[src/rtl/sync_start_pkg.sv]
package sync_start_pkg;
    typedef enum logic [0:0] {
        ST_IDLE = 1'b0,
        ST_RUN  = 1'b1
    } run_state_e;
endpackage

[src/rtl/start_sync_chain.sv]
module start_sync_chain #(
    parameter int W      = 2,
    parameter int STAGES = 2
) (
    input  logic         clk,
    input  logic         rst_n,
    input  logic [W-1:0] d_async,
    output logic [W-1:0] q_sync
);
    logic [W-1:0] stage_q [STAGES];

    generate
        for (genvar s = 0; s < STAGES; s++) begin : g_stage
            if (s == 0) begin : g_first
                always_ff @(posedge clk or negedge rst_n) begin
                    if (!rst_n) stage_q[0] <= '0;
                    else        stage_q[0] <= d_async;
                end
            end else begin : g_next
                always_ff @(posedge clk or negedge rst_n) begin
                    if (!rst_n) stage_q[s] <= '0;
                    else        stage_q[s] <= stage_q[s-1];
                end
            end
        end
    endgenerate

    assign q_sync = stage_q[STAGES-1];
endmodule

[src/rtl/start_edge_det.sv]
module start_edge_det (
    input  logic clk,
    input  logic rst_n,
    input  logic level,
    output logic rise
);
    logic level_q;

    always_ff @(posedge clk or negedge rst_n) begin
        if (!rst_n) level_q <= 1'b0;
        else        level_q <= level;
    end

    assign rise = level & ~level_q;
endmodule

[src/rtl/start_run_fsm.sv]
module start_run_fsm
    import sync_start_pkg::*;
#(
    parameter int NCH = 2
) (
    input  logic           clk,
    input  logic           rst_n,
    input  logic           start_evt,
    input  logic           trig_rst,
    input  logic           stop_cmd,
    input  logic [NCH-1:0] stop_sel,
    input  logic [NCH-1:0] chan_en,
    output logic [NCH-1:0] run_out,
    output logic           started
);
    run_state_e     state, nxt;
    logic [NCH-1:0] ch_run;
    logic [NCH-1:0] remaining;

    assign remaining = ch_run & ~stop_sel;

    always_comb begin
        nxt = state;
        unique case (state)
            ST_IDLE: begin
                if (!trig_rst && start_evt && (|chan_en)) nxt = ST_RUN;
            end
            ST_RUN: begin
                if (trig_rst)                           nxt = ST_IDLE;
                else if (stop_cmd && (remaining == '0)) nxt = ST_IDLE;
            end
            default: nxt = ST_IDLE;
        endcase
    end

    always_ff @(posedge clk or negedge rst_n) begin
        if (!rst_n) state <= ST_IDLE;
        else        state <= nxt;
    end

    always_ff @(posedge clk or negedge rst_n) begin
        if (!rst_n) begin
            ch_run <= '0;
        end else if (trig_rst) begin
            ch_run <= '0;
        end else begin
            unique case (state)
                ST_IDLE: if (nxt == ST_RUN) ch_run <= chan_en;
                ST_RUN:  if (stop_cmd)      ch_run <= remaining;
                default: ch_run <= '0;
            endcase
        end
    end

    assign run_out = ch_run;
    assign started = (state == ST_RUN);


    trig_rst_clears_chk: assert property (@(posedge clk) disable iff (!rst_n)
        trig_rst |=> (run_out == '0 && !started));


    stop_sel_clears_chk: assert property (@(posedge clk) disable iff (!rst_n)
        (stop_cmd && started && !trig_rst) |=> ((run_out & $past(stop_sel)) == '0));


    run_hold_chk: assert property (@(posedge clk) disable iff (!rst_n)
        (started && !trig_rst && !stop_cmd) |=> $stable(run_out));
endmodule

[src/rtl/sync_start_ctl.sv]
module sync_start_ctl
    import sync_start_pkg::*;
#(
    parameter int NCH         = 2,
    parameter int SYNC_STAGES = 2
) (
    input  logic           clk,
    input  logic           rst_n,
    input  logic           sw_start,
    input  logic           bp_trig,
    input  logic           src_sel,
    input  logic           trig_rst,
    input  logic           stop_cmd,
    input  logic [NCH-1:0] stop_sel,
    input  logic [NCH-1:0] chan_en,
    input  logic           trig_out_ctl,
    input  logic           trig_in_pin,
    output logic [NCH-1:0] run_out,
    output logic           start_latched,
    output logic           trig_out,
    output logic           trig_in_lvl
);
    localparam int NSYNC = 2;

    logic [NSYNC-1:0] async_in, synced;
    logic             bp_sync, bp_rise, sw_rise, start_evt;
    logic             trig_out_q;
    logic             past_ok;

    assign async_in = {trig_in_pin, bp_trig};

    start_sync_chain #(.W(NSYNC), .STAGES(SYNC_STAGES)) u_sync (
        .clk(clk), .rst_n(rst_n), .d_async(async_in), .q_sync(synced)
    );

    assign bp_sync     = synced[0];
    assign trig_in_lvl = synced[1];

    start_edge_det u_bp_edge (.clk(clk), .rst_n(rst_n), .level(bp_sync),  .rise(bp_rise));
    start_edge_det u_sw_edge (.clk(clk), .rst_n(rst_n), .level(sw_start), .rise(sw_rise));

    assign start_evt = src_sel ? bp_rise : sw_rise;

    start_run_fsm #(.NCH(NCH)) u_fsm (
        .clk(clk), .rst_n(rst_n), .start_evt(start_evt), .trig_rst(trig_rst),
        .stop_cmd(stop_cmd), .stop_sel(stop_sel), .chan_en(chan_en),
        .run_out(run_out), .started(start_latched)
    );

    always_ff @(posedge clk or negedge rst_n) begin
        if (!rst_n) trig_out_q <= 1'b0;
        else        trig_out_q <= trig_out_ctl;
    end
    assign trig_out = trig_out_q;

    always_ff @(posedge clk or negedge rst_n) begin
        if (!rst_n) past_ok <= 1'b0;
        else        past_ok <= 1'b1;
    end


    trig_out_delay_chk: assert property (@(posedge clk) disable iff (!rst_n)
        past_ok |-> (trig_out == $past(trig_out_ctl)));


    start_gated_chk: assert property (@(posedge clk) disable iff (!rst_n)
        (past_ok && $rose(start_latched)) |->
            (run_out != '0 && (run_out & ~$past(chan_en)) == '0));


    reset_idle_chk: assert property (@(posedge clk)
        !rst_n |-> (run_out == '0 && !start_latched && !trig_out));
endmodule

[config.mk]
export PLATFORM = sky130hd
export DESIGN_NAME = sync_start_ctl
export DESIGN_NICKNAME = d
export VERILOG_FILES = /design/src/rtl/sync_start_pkg.sv /design/src/rtl/start_sync_chain.sv /design/src/rtl/start_edge_det.sv /design/src/rtl/start_run_fsm.sv /design/src/rtl/sync_start_ctl.sv
export SDC_FILE = /design/constraint.sdc
export NUM_CORES = 1
export LEC_CHECK = 0
export ABC_AREA = 1
export CORE_AREA = 2 2 39 41
export DETAILED_ROUTE_END_ITERATION = 12
export DIE_AREA = 0 0 41 43
export HOLD_SLACK_MARGIN = 0.05
export PLACE_DENSITY = 0.66
export SYNTH_ARGS = -nofsm -noshare
export SYNTH_HDL_FRONTEND = slang
export SYNTH_SLANG_ARGS = --single-unit
[constraint.sdc]
create_clock -name clk -period 1.2 [get_ports clk]
set_input_delay 0.3 -clock clk [delete_from_list [all_inputs] [get_ports clk]]
set_output_delay 0.3 -clock clk [all_outputs]
set_load 0.01 [all_outputs]
==> results of run 1 <==
stage by stage:
| step | instances | instance area, µm² | total power, W |
|---|---|---|---|
| global placement | 80 | 627 | 0.000547 |
| global route | 83 | 637 | 0.000791 |
| detailed placement | 80 | 627 | 0.000549 |
| finish | 83 | 637 | 0.000732 |
| floorplan | 42 | 399 | 0.000436 |
| CTS | 83 | 644 | 0.000763 |
state kept, by name (all words and copies together), names as in the netlist:
signal	flops
u_fsm.run_out	2
u_sync.q_sync	2
u_sync.stage_q	2
trig_out	1
u_bp_edge.level_q	1
u_fsm.started	1
u_sw_edge.level_q	1
synthesized netlist by cell type:
master     n
nand3_2    1
nor2_2     1
dfrtp_1   10
nand2_2    3
nand2_1   13
nand3b_1   2
nand4_1    1
inv_2      2
inv_1      4
nor2_1     3
nand3_1    2
worst reg2reg max path: stages (launching register included):
cell and delay [ns]:
dfrtp_1 0.40, inv_2 0.07, nand2_2 0.05, nor2_2 0.10, nand3_2 0.08, nand2_2 0.10, nand2_2 0.05, nand2_1 0.05
nand2_1 0.05
timing repair:
| item | CTS | global route |
|---|---|---|
| setup endpoints to repair | 5 | 4 |
| pin swaps | 0 | 2 |
| buffers inserted | 0 | 1 |
| resized for setup | 12 | 3 |
kinds of logic (layout without fill, tap and decap cells):
logic type | Yosys count | count (layout) | share of synthesized area
buf+inv | 6 | 31 | 0.0564
flops | 10 | 10 | 0.627
simple gates | 26 | 26 | 0.317
routing by layer:
layer,part of all wire,global-route usage,wire [µm],vias up
met3,0.075,0.0785,52,2
li1,-,-,-,178
met2,0.52,0.131,362,8
met5,0,0,0,-
met1,0.39,0.115,272,155
met4,0.011,0.0600,8,0
worst min-delay path by stage:
stage,to
6_report,u_sync.q_sync[1]
5_1_grt,u_sync.q_sync[1]
3_5_place_dp,u_sync.q_sync[0]
2_1_floorplan,trig_out
3_3_place_gp,u_sync.q_sync[0]
4_1_cts,u_bp_edge.level_q
power by group through the flow:
stage | Clock (W) | Combinational [W] | Sequential [W]
after floorplan | 0 | 0.0000468 | 0.000389
after global placement | 0 | 0.000168 | 0.000379
after detailed placement | 0 | 0.000169 | 0.000380
after CTS | 0.000229 | 0.000160 | 0.000374
after global routing | 0.000247 | 0.000165 | 0.000378
final | 0.000209 | 0.000148 | 0.000374
area by class of cell:
| type | instances | area [µm²] |
|---|---|---|
| tap | 16 | 20.0 |
| inverter | 6 | 22.5 |
| multi-input combinational | 26 | 126 |
| fill | 148 | 747 |
| clock buffer | 3 | 22.5 |
| sequential | 10 | 250 |
| timing repair buffer | 22 | 195 |
==> metrics.txt, run 1 <==
min Tclk post-route=1.13 ns; worst-path maximum fanout=1; Tcrit/Tclk final=0.944; Row Count=14; hold_ws=0.322 ns; Max IR drop VDD=0.715 mV; register area share after synthesis=0.627; synth top area cells=dfrtp_1 (63%), nand2_1 (12%), nand2_2 (4.7%); RSZ-0062 raised after global routing=false; first-pass GRT wire length=1.14 mm; hpwl dp=575 µm; CP Depth=1; largest net degree at the start of global routing=11; CTS clk-pin slew, worst paths=0.06 ns; Yosys cell types=11; Slew @ Worst Pin=0.146 ns; Critical path origin=u_sync.q_sync[1]; Num CTS Buffers=3; CP max stage cell=dfrtp_1; Worst Path Arrival=0.83 ns; syn_area_per_cell=9.50 µm²; Final Hold Fails=0; Syn. warnings=0; sequential share of power=0.512; status=finished, final reports clean; Vias=343; effective utilization at floorplan=0.288; drc violations=0; CTS root buf=clkbuf_4; Sw Ratio=0.234; critical path launch point type=register; final worst setup slack=0.0674 ns; Layout area overhead=59.6%; Comb pwr share=0.203; Clock Latency Late Sink=0.26 ns; DIE AREA=1760 µm²; TNS Setup=0 ns; post-layout util=0.460; Detailed Route Iter0 Violations=8; vias in the first global route=297; core area=1380 µm²; Placer Congestion=0.711; R2R depth=8; nets=82; Antenna Diode Count=0; post-route ant nets=0; Hold WC Path Type=in2async; Via density=4.13; TritonRoute pass-1 iters=4; height of the die=43 µm; Critical Path Max Stage Delay=0.36 ns; grt total ovfl=0; routed len/inst=8.40 µm; Yosys top cell area share=0.627; end point of the critical path=trig_in_lvl; antenna violations before repair=0; CP Cell Sequence=clkdlybuf4s15_1; worst clock skew=0.00610 ns; hold_buf cts=0; commonest cells after routing, fill and taps aside=nand2_1 (13), clkdlybuf4s50_1 (11), dfrtp_1 (10), buf_4 (5), inv_1 (4); syn_nets=55; maximum root-to-sink buffer count=2; Register-to-Register Setup Slack=0.13 ns; Power Dens Cells=1150 nW/µm²; commonest non-fill, non-tap cell in the layout=nand2_1; #FFs+latches synth=10; CTS tree=built; kind of critical path=reg2out; Post-Syn Area=399 µm²; fin. max-slew vios=0; clock sink count=10; final setup fails=0; slew margin rel.=0.903; DRT Wirelength=697 µm; Power Internal=0.000561 W; Switch Pwr=0.000171 W; Die X=41 µm; worst path bufs/invs=1; Top delay family on crit path=flip-flops; FF-to-FF End=u_fsm.run_out[1]; number of port buffers=17; GRT Total Usage=0.102; Post-Place Setup Slack=-0.201 ns; achievable clock frequency=0.883 GHz; reg2reg start=u_fsm.started; Leakage=0.339 nW; area leader, netlist=dfrtp_1; Mapped Cells=42; CP Capture Type=output pin; H-tree levels=1; maximum capacitance violations=0; share of cells above drive strength 1=0.269; WP data required=0.90 ns; IO Count=18; Clk pwr share=0.286
No activity file was read; power rests on OpenSTA's default activity.
==> run 2, diff against run 1 <==
Settings changed: CELL_PAD_IN_SITES_DETAIL_PLACEMENT set to 1, CELL_PAD_IN_SITES_GLOBAL_PLACEMENT set to 2, CORE_AREA 2 2 39 41 to not set, CORE_MARGIN set to 2, CORE_UTILIZATION set to 21, DIE_AREA 0 0 41 43 to not set, PLACE_DENSITY 0.66 to 0.77.
==> run 2 against run 1 <==
Net effect: global-route usage shrank 1.1 points; fmax shrank 0.72%; die area grew 28%; count of clock-buffer cells in the layout is the same; via count grew 4.7%; core utilization shrank 8.2 points; setup slack lost 0.0082 ns; routed wire length grew 21%; sequential power is essentially flat; critical path type unchanged; register-to-register slack lost 0.05 ns; clock power grew 5%; cell count grew 12%.
==> metrics.txt, run 2 (synthesis gave the netlist of run 1 again) <==
core area=1760 µm² (+27%); worst path bufs/invs=1 (unchanged); clock sink count=10 (unchanged); critical path launch point type=register; Post-Place Setup Slack=-0.241 ns (-0.0402 ns); Row Count=15 (+1); hold_ws=0.331 ns (+0.00893 ns); RSZ-0062 raised after global routing=true; Power Dens Cells=1140 nW/µm² (-0.75%); CTS clk-pin slew, worst paths=0.06 ns (about the same); Top delay family on crit path=flip-flops; nets=83 (+1.2%); maximum root-to-sink buffer count=2 (unchanged); final worst setup slack=0.0592 ns (-0.00820 ns); Detailed Route Iter0 Violations=0 (-8); post-route ant nets=0 (unchanged); maximum capacitance violations=0 (unchanged); grt total ovfl=0 (unchanged); Slew @ Worst Pin=0.180 ns (+0.0337 ns); achievable clock frequency=0.877 GHz (-0.72%); CTS tree=built; Final Hold Fails=0 (unchanged); CP Capture Type=output pin; status=finished, final reports clean; commonest cells after routing, fill and taps aside=nand2_1 (13), clkdlybuf4s50_1 (11), dfrtp_1 (10), buf_4 (5), inv_1 (4); IO Count=18 (unchanged); Hold WC Path Type=in2async; fin. max-slew vios=0 (unchanged); TNS Setup=0 ns (unchanged); vias in the first global route=334 (+12%); WP data required=0.90 ns (about the same); commonest non-fill, non-tap cell in the layout=nand2_1; number of port buffers=17 (unchanged); footprint of the multi-input gates=131 µm² (+4.0%); effective utilization at floorplan=0.226 (-0.0622); antenna violations before repair=0 (unchanged); final setup fails=0 (unchanged); Antenna Diode Count=0 (unchanged); min Tclk post-route=1.14 ns (+0.00820 ns); Via density=3.86 (-6.6%); share of cells above drive strength 1=0.279 (+0.0108); Register Area=250 µm² (unchanged); drc violations=0 (unchanged); Leakage=0.349 nW (+3.0%); hpwl dp=687 µm (+19%); Die X=47.6 µm (+16%); CP max stage cell=dfrtp_1; Num CTS Buffers=3 (unchanged); Clock Latency Late Sink=0.26 ns (about the same); first-pass GRT wire length=1.32 mm (+16%); Layout area overhead=67.1%; height of the die=47.6 µm (+11%); Critical Path Max Stage Delay=0.36 ns (about the same); post-route cell area=667 µm² (+4.7%); CTS root buf=clkbuf_4; Tcrit/Tclk final=0.951 (+0.00684); routed len/inst=9.09 µm (+8.2%); TritonRoute pass-1 iters=1 (-3); post-layout util=0.378 (-0.0822); hold_buf cts=0 (unchanged); largest net degree at the start of global routing=11 (unchanged); Worst Path Arrival=0.84 ns (about the same); GRT Total Usage=0.0914 (-0.0105); DIE AREA=2270 µm² (+28%); worst clock skew=0.00700 ns (+0.000902 ns); area post-placement=638 µm² (+1.8%); kind of critical path=reg2out; worst-path maximum fanout=1 (unchanged); Placer Congestion=0.710 (-0.11%); Vias=359 (+4.7%); slew margin rel.=0.880 (-0.0227); H-tree levels=1 (unchanged); fill cell count=223 (+51%); Max IR drop VDD=0.584 mV (-18%); CP Cell Sequence=clkdlybuf4s15_1; DRT Wirelength=845 µm (+21%)
==> run 2: cell count changes in the layout (fill, tap and decap cells not counted), sizes merged <==
cell | previous run | this run
buf | 6 | 7
==> run 2: routing by layer <==
| metal | global-route usage | share of wire |
|---|---|---|
| met1 | 0.107 | 0.43 |
| met2 | 0.127 | 0.44 |
| met3 | 0.0604 | 0.12 |
| met4 | 0.0486 | 0.012 |
| met5 | 0 | 0 |
==> run 2: layout make-up <==
type	count	area share
flip-flops and latches	10	0.375
repair buffers	23	0.310
clock buffers	3	0.0338
well taps	25	0.0469
inverters	6	0.0375
multi-input cells	26	0.197
==> run 2: path summary, 6_finish.rpt <==
check,to,cells after the start,slack [ns],start
hold / removal,u_bp_edge.level_q,2,0.33,rst_n
setup / recovery,trig_out,1,0.06,trig_out
min in group clk,u_sync.q_sync[0],0,0.34,u_sync.stage_q[2]
setup reg to reg,u_fsm.run_out[1],9,0.08,u_fsm.started
hold reg to reg,u_sync.q_sync[0],0,0.34,u_sync.stage_q[2]
max in group asynchronous,u_sync.q_sync[1],2,0.72,rst_n
==> run 2: stage by stage <==
step | std cells | total power, W
5_1_grt | 93 | 0.000812
3_5_place_dp | 89 | 0.000552
6_report | 93 | 0.000760
3_3_place_gp | 89 | 0.000549
4_1_cts | 92 | 0.000771
2_1_floorplan | 42 | 0.000436
==> run 2: what timing repair did <==
item / 4_1_cts / 5_1_grt
endpoints found under the setup margin: 5 / 5
pin swaps: 0 / 1
buffers inserted: 0 / 1
gates resized for setup: 10 / 8
==> run 2: power by group <==
group / switching (W) / internal [W] / total [W]
Combinational: 0.0000736 / 0.0000955 / 0.000169
Clock: 0.000104 / 0.000115 / 0.000219
Sequential: 0.0000104 / 0.000362 / 0.000372
==> run 3, diff against run 2 <==
Settings changed: CORE_MARGIN 2 to 8.
==> run 3 against run 2 <==
Net effect: critical path type unchanged; combinational power is 2% higher; register-to-register slack worse by 0.02 ns; critical path depth stayed put; sequential power hardly changed; routed wire length is 23% higher; sequential share of layout area is 1.6 points lower; die area is 57% higher.
==> metrics.txt, run 3 (synthesis gave the netlist of run 1 again) <==
height of the die=59.6 µm (+25%); Leakage=0.366 nW (+4.8%); CTS root buf=clkbuf_4; post-layout util=0.394 (+0.0163); first-pass GRT wire length=1.80 mm (+36%); CTS clk-pin slew, worst paths=0.07 ns (about the same); antenna violations before repair=0 (unchanged); Placer Congestion=0.684 (-3.6%); Tcrit/Tclk final=0.974 (+0.0234); worst-path maximum fanout=1 (unchanged); achievable clock frequency=0.856 GHz (-2.4%); Comb pwr share=0.202 (-0.020); commonest non-fill, non-tap cell in the layout=nand2_1; Power Internal=0.000641 W (+12%); number of port buffers=17 (unchanged); status=finished, final reports clean; WP data required=0.90 ns (about the same); Top delay family on crit path=flip-flops; drc violations=0 (unchanged); Final Total Pwr=0.000854 W (+12%); reg2reg start=u_fsm.started; core area=1760 µm² (unchanged); commonest cells after routing, fill and taps aside=nand2_1 (13), clkdlybuf4s50_1 (11), dfrtp_1 (10), buf_4 (7), inv_1 (4); effective utilization at floorplan=0.226 (unchanged); DRT Wirelength=1.04 mm (+23%); CP Capture Type=output pin; Hold WC Path Type=in2async; Detailed Route Iter0 Violations=1 (+1); TritonRoute pass-1 iters=2 (+1); hold_buf cts=0 (unchanged); Sw Ratio=0.249 (+0.00238); Power Dens Cells=1230 nW/µm² (+7.6%); Final Hold Fails=0 (unchanged); clock sink count=10 (unchanged); GRT Total Usage=0.0698 (-0.0216); sequential share of power=0.436 (-0.054); fin. max-slew vios=0 (unchanged); CTS tree=built; share of cells above drive strength 1=0.324 (+0.0445); post-route cell area=696 µm² (+4.3%); FF-to-FF End=u_fsm.run_out[0]; hpwl dp=854 µm (+24%); grt total ovfl=0 (unchanged); area post-placement=653 µm² (+2.4%); R2R depth=9 (unchanged); final setup fails=0 (unchanged); Via density=3.84 (-0.43%); slew margin rel.=0.877 (-0.00312); Clock Latency Late Sink=0.27 ns (about the same); Worst Path Arrival=0.87 ns (+0.03 ns); Die X=59.6 µm (+25%); Register-to-Register Setup Slack=0.06 ns (-0.02 ns); DIE AREA=3550 µm² (+57%); post-route ant nets=0 (unchanged); CP Cell Sequence=clkdlybuf4s15_1; critical path launch point type=register; Num CTS Buffers=3 (unchanged); RSZ-0062 raised after global routing=true; Critical Path Max Stage Delay=0.37 ns (about the same); worst path bufs/invs=1 (unchanged); maximum capacitance violations=0 (unchanged); worst clock skew=0.00590 ns (-0.00110 ns); Clk pwr share=0.362 (+0.074); min Tclk post-route=1.17 ns (+0.0280 ns); IO Count=18 (unchanged); Row Count=15 (unchanged); Max IR drop VDD=0.544 mV (-6.9%); vias in the first global route=447 (+34%); Layout area overhead=74.3%; nets=85 (+2.4%); H-tree levels=1 (unchanged); Antenna Diode Count=0 (unchanged); Switch Pwr=0.000213 W (+13%); Vias=369 (+2.8%); largest net degree at the start of global routing=11 (unchanged); kind of critical path=reg2out; routed len/inst=10.8 µm (+19%); maximum root-to-sink buffer count=2 (unchanged); CP max stage cell=dfrtp_1; Slew @ Worst Pin=0.184 ns (+0.00466 ns)
run 3: changes by cell type in the layout (fill, tap and decap cells not counted), sizes merged:
cell and change:
clkdlybuf4s15 -1, buf +4
run 3: layout make-up:
type / count / area (µm²)
multi-input combinational: 26 / 136
tap: 25 / 31.3
sequential: 10 / 250
fill: 230 / 1070
clock buffer: 4 / 36.3
inverter: 6 / 25.0
timing repair buffer: 25 / 216
run 3: how the worst max path moves through the flow:
stage | slack (ns) | start | end | cells past startpoint
2_1_floorplan | 0.19 | u_fsm.started | u_fsm.run_out[0] | 8
3_3_place_gp | -0.19 | trig_rst | u_fsm.run_out[1] | 9
3_5_place_dp | -0.22 | trig_rst | u_fsm.run_out[0] | 9
4_1_cts | 0.0005 | u_fsm.run_out[0] | run_out[0] | 1
5_1_grt | -0.03 | u_fsm.started | u_fsm.run_out[0] | 9
6_report | 0.03 | u_sync.q_sync[1] | trig_in_lvl | 1
run 3: power by group through the flow:
stage	Clock (W)	Sequential [W]	Combinational [W]
3_5_place_dp	0	0.000380	0.000178
4_1_cts	0.000325	0.000373	0.000174
5_1_grt	0.000339	0.000375	0.000193
6_report	0.000309	0.000372	0.000173
3_3_place_gp	0	0.000378	0.000175
2_1_floorplan	0	0.000389	0.0000468
run 3: per-stage QoR:
stage	cells	TNS, ns	worst slack [ns]	hold slack (ns)
detailed placement	91	-0.573	-0.223	0.348
global route	96	-0.0391	-0.0291	0.313
finish	96	0	0.0312	0.306
floorplan	42	0	0.189	0.00441
CTS	95	0	0.000475	0.304
global placement	91	-0.533	-0.195	0.335
run 3: layer usage:
layer,vias up,global-route usage,part of all wire
met5,-,0,0
met4,0,0.0408,0
met3,0,0.0477,0.12
met2,15,0.109,0.47
met1,169,0.0660,0.40
li1,185,-,-
run 3: what timing repair did:
action                                  4_1_cts  5_1_grt
gates resized for setup                      13        9
endpoints found under the setup margin        5        6
pin swaps                                     0        2
setup buffers                                 0        1
gates cloned                                  0        0
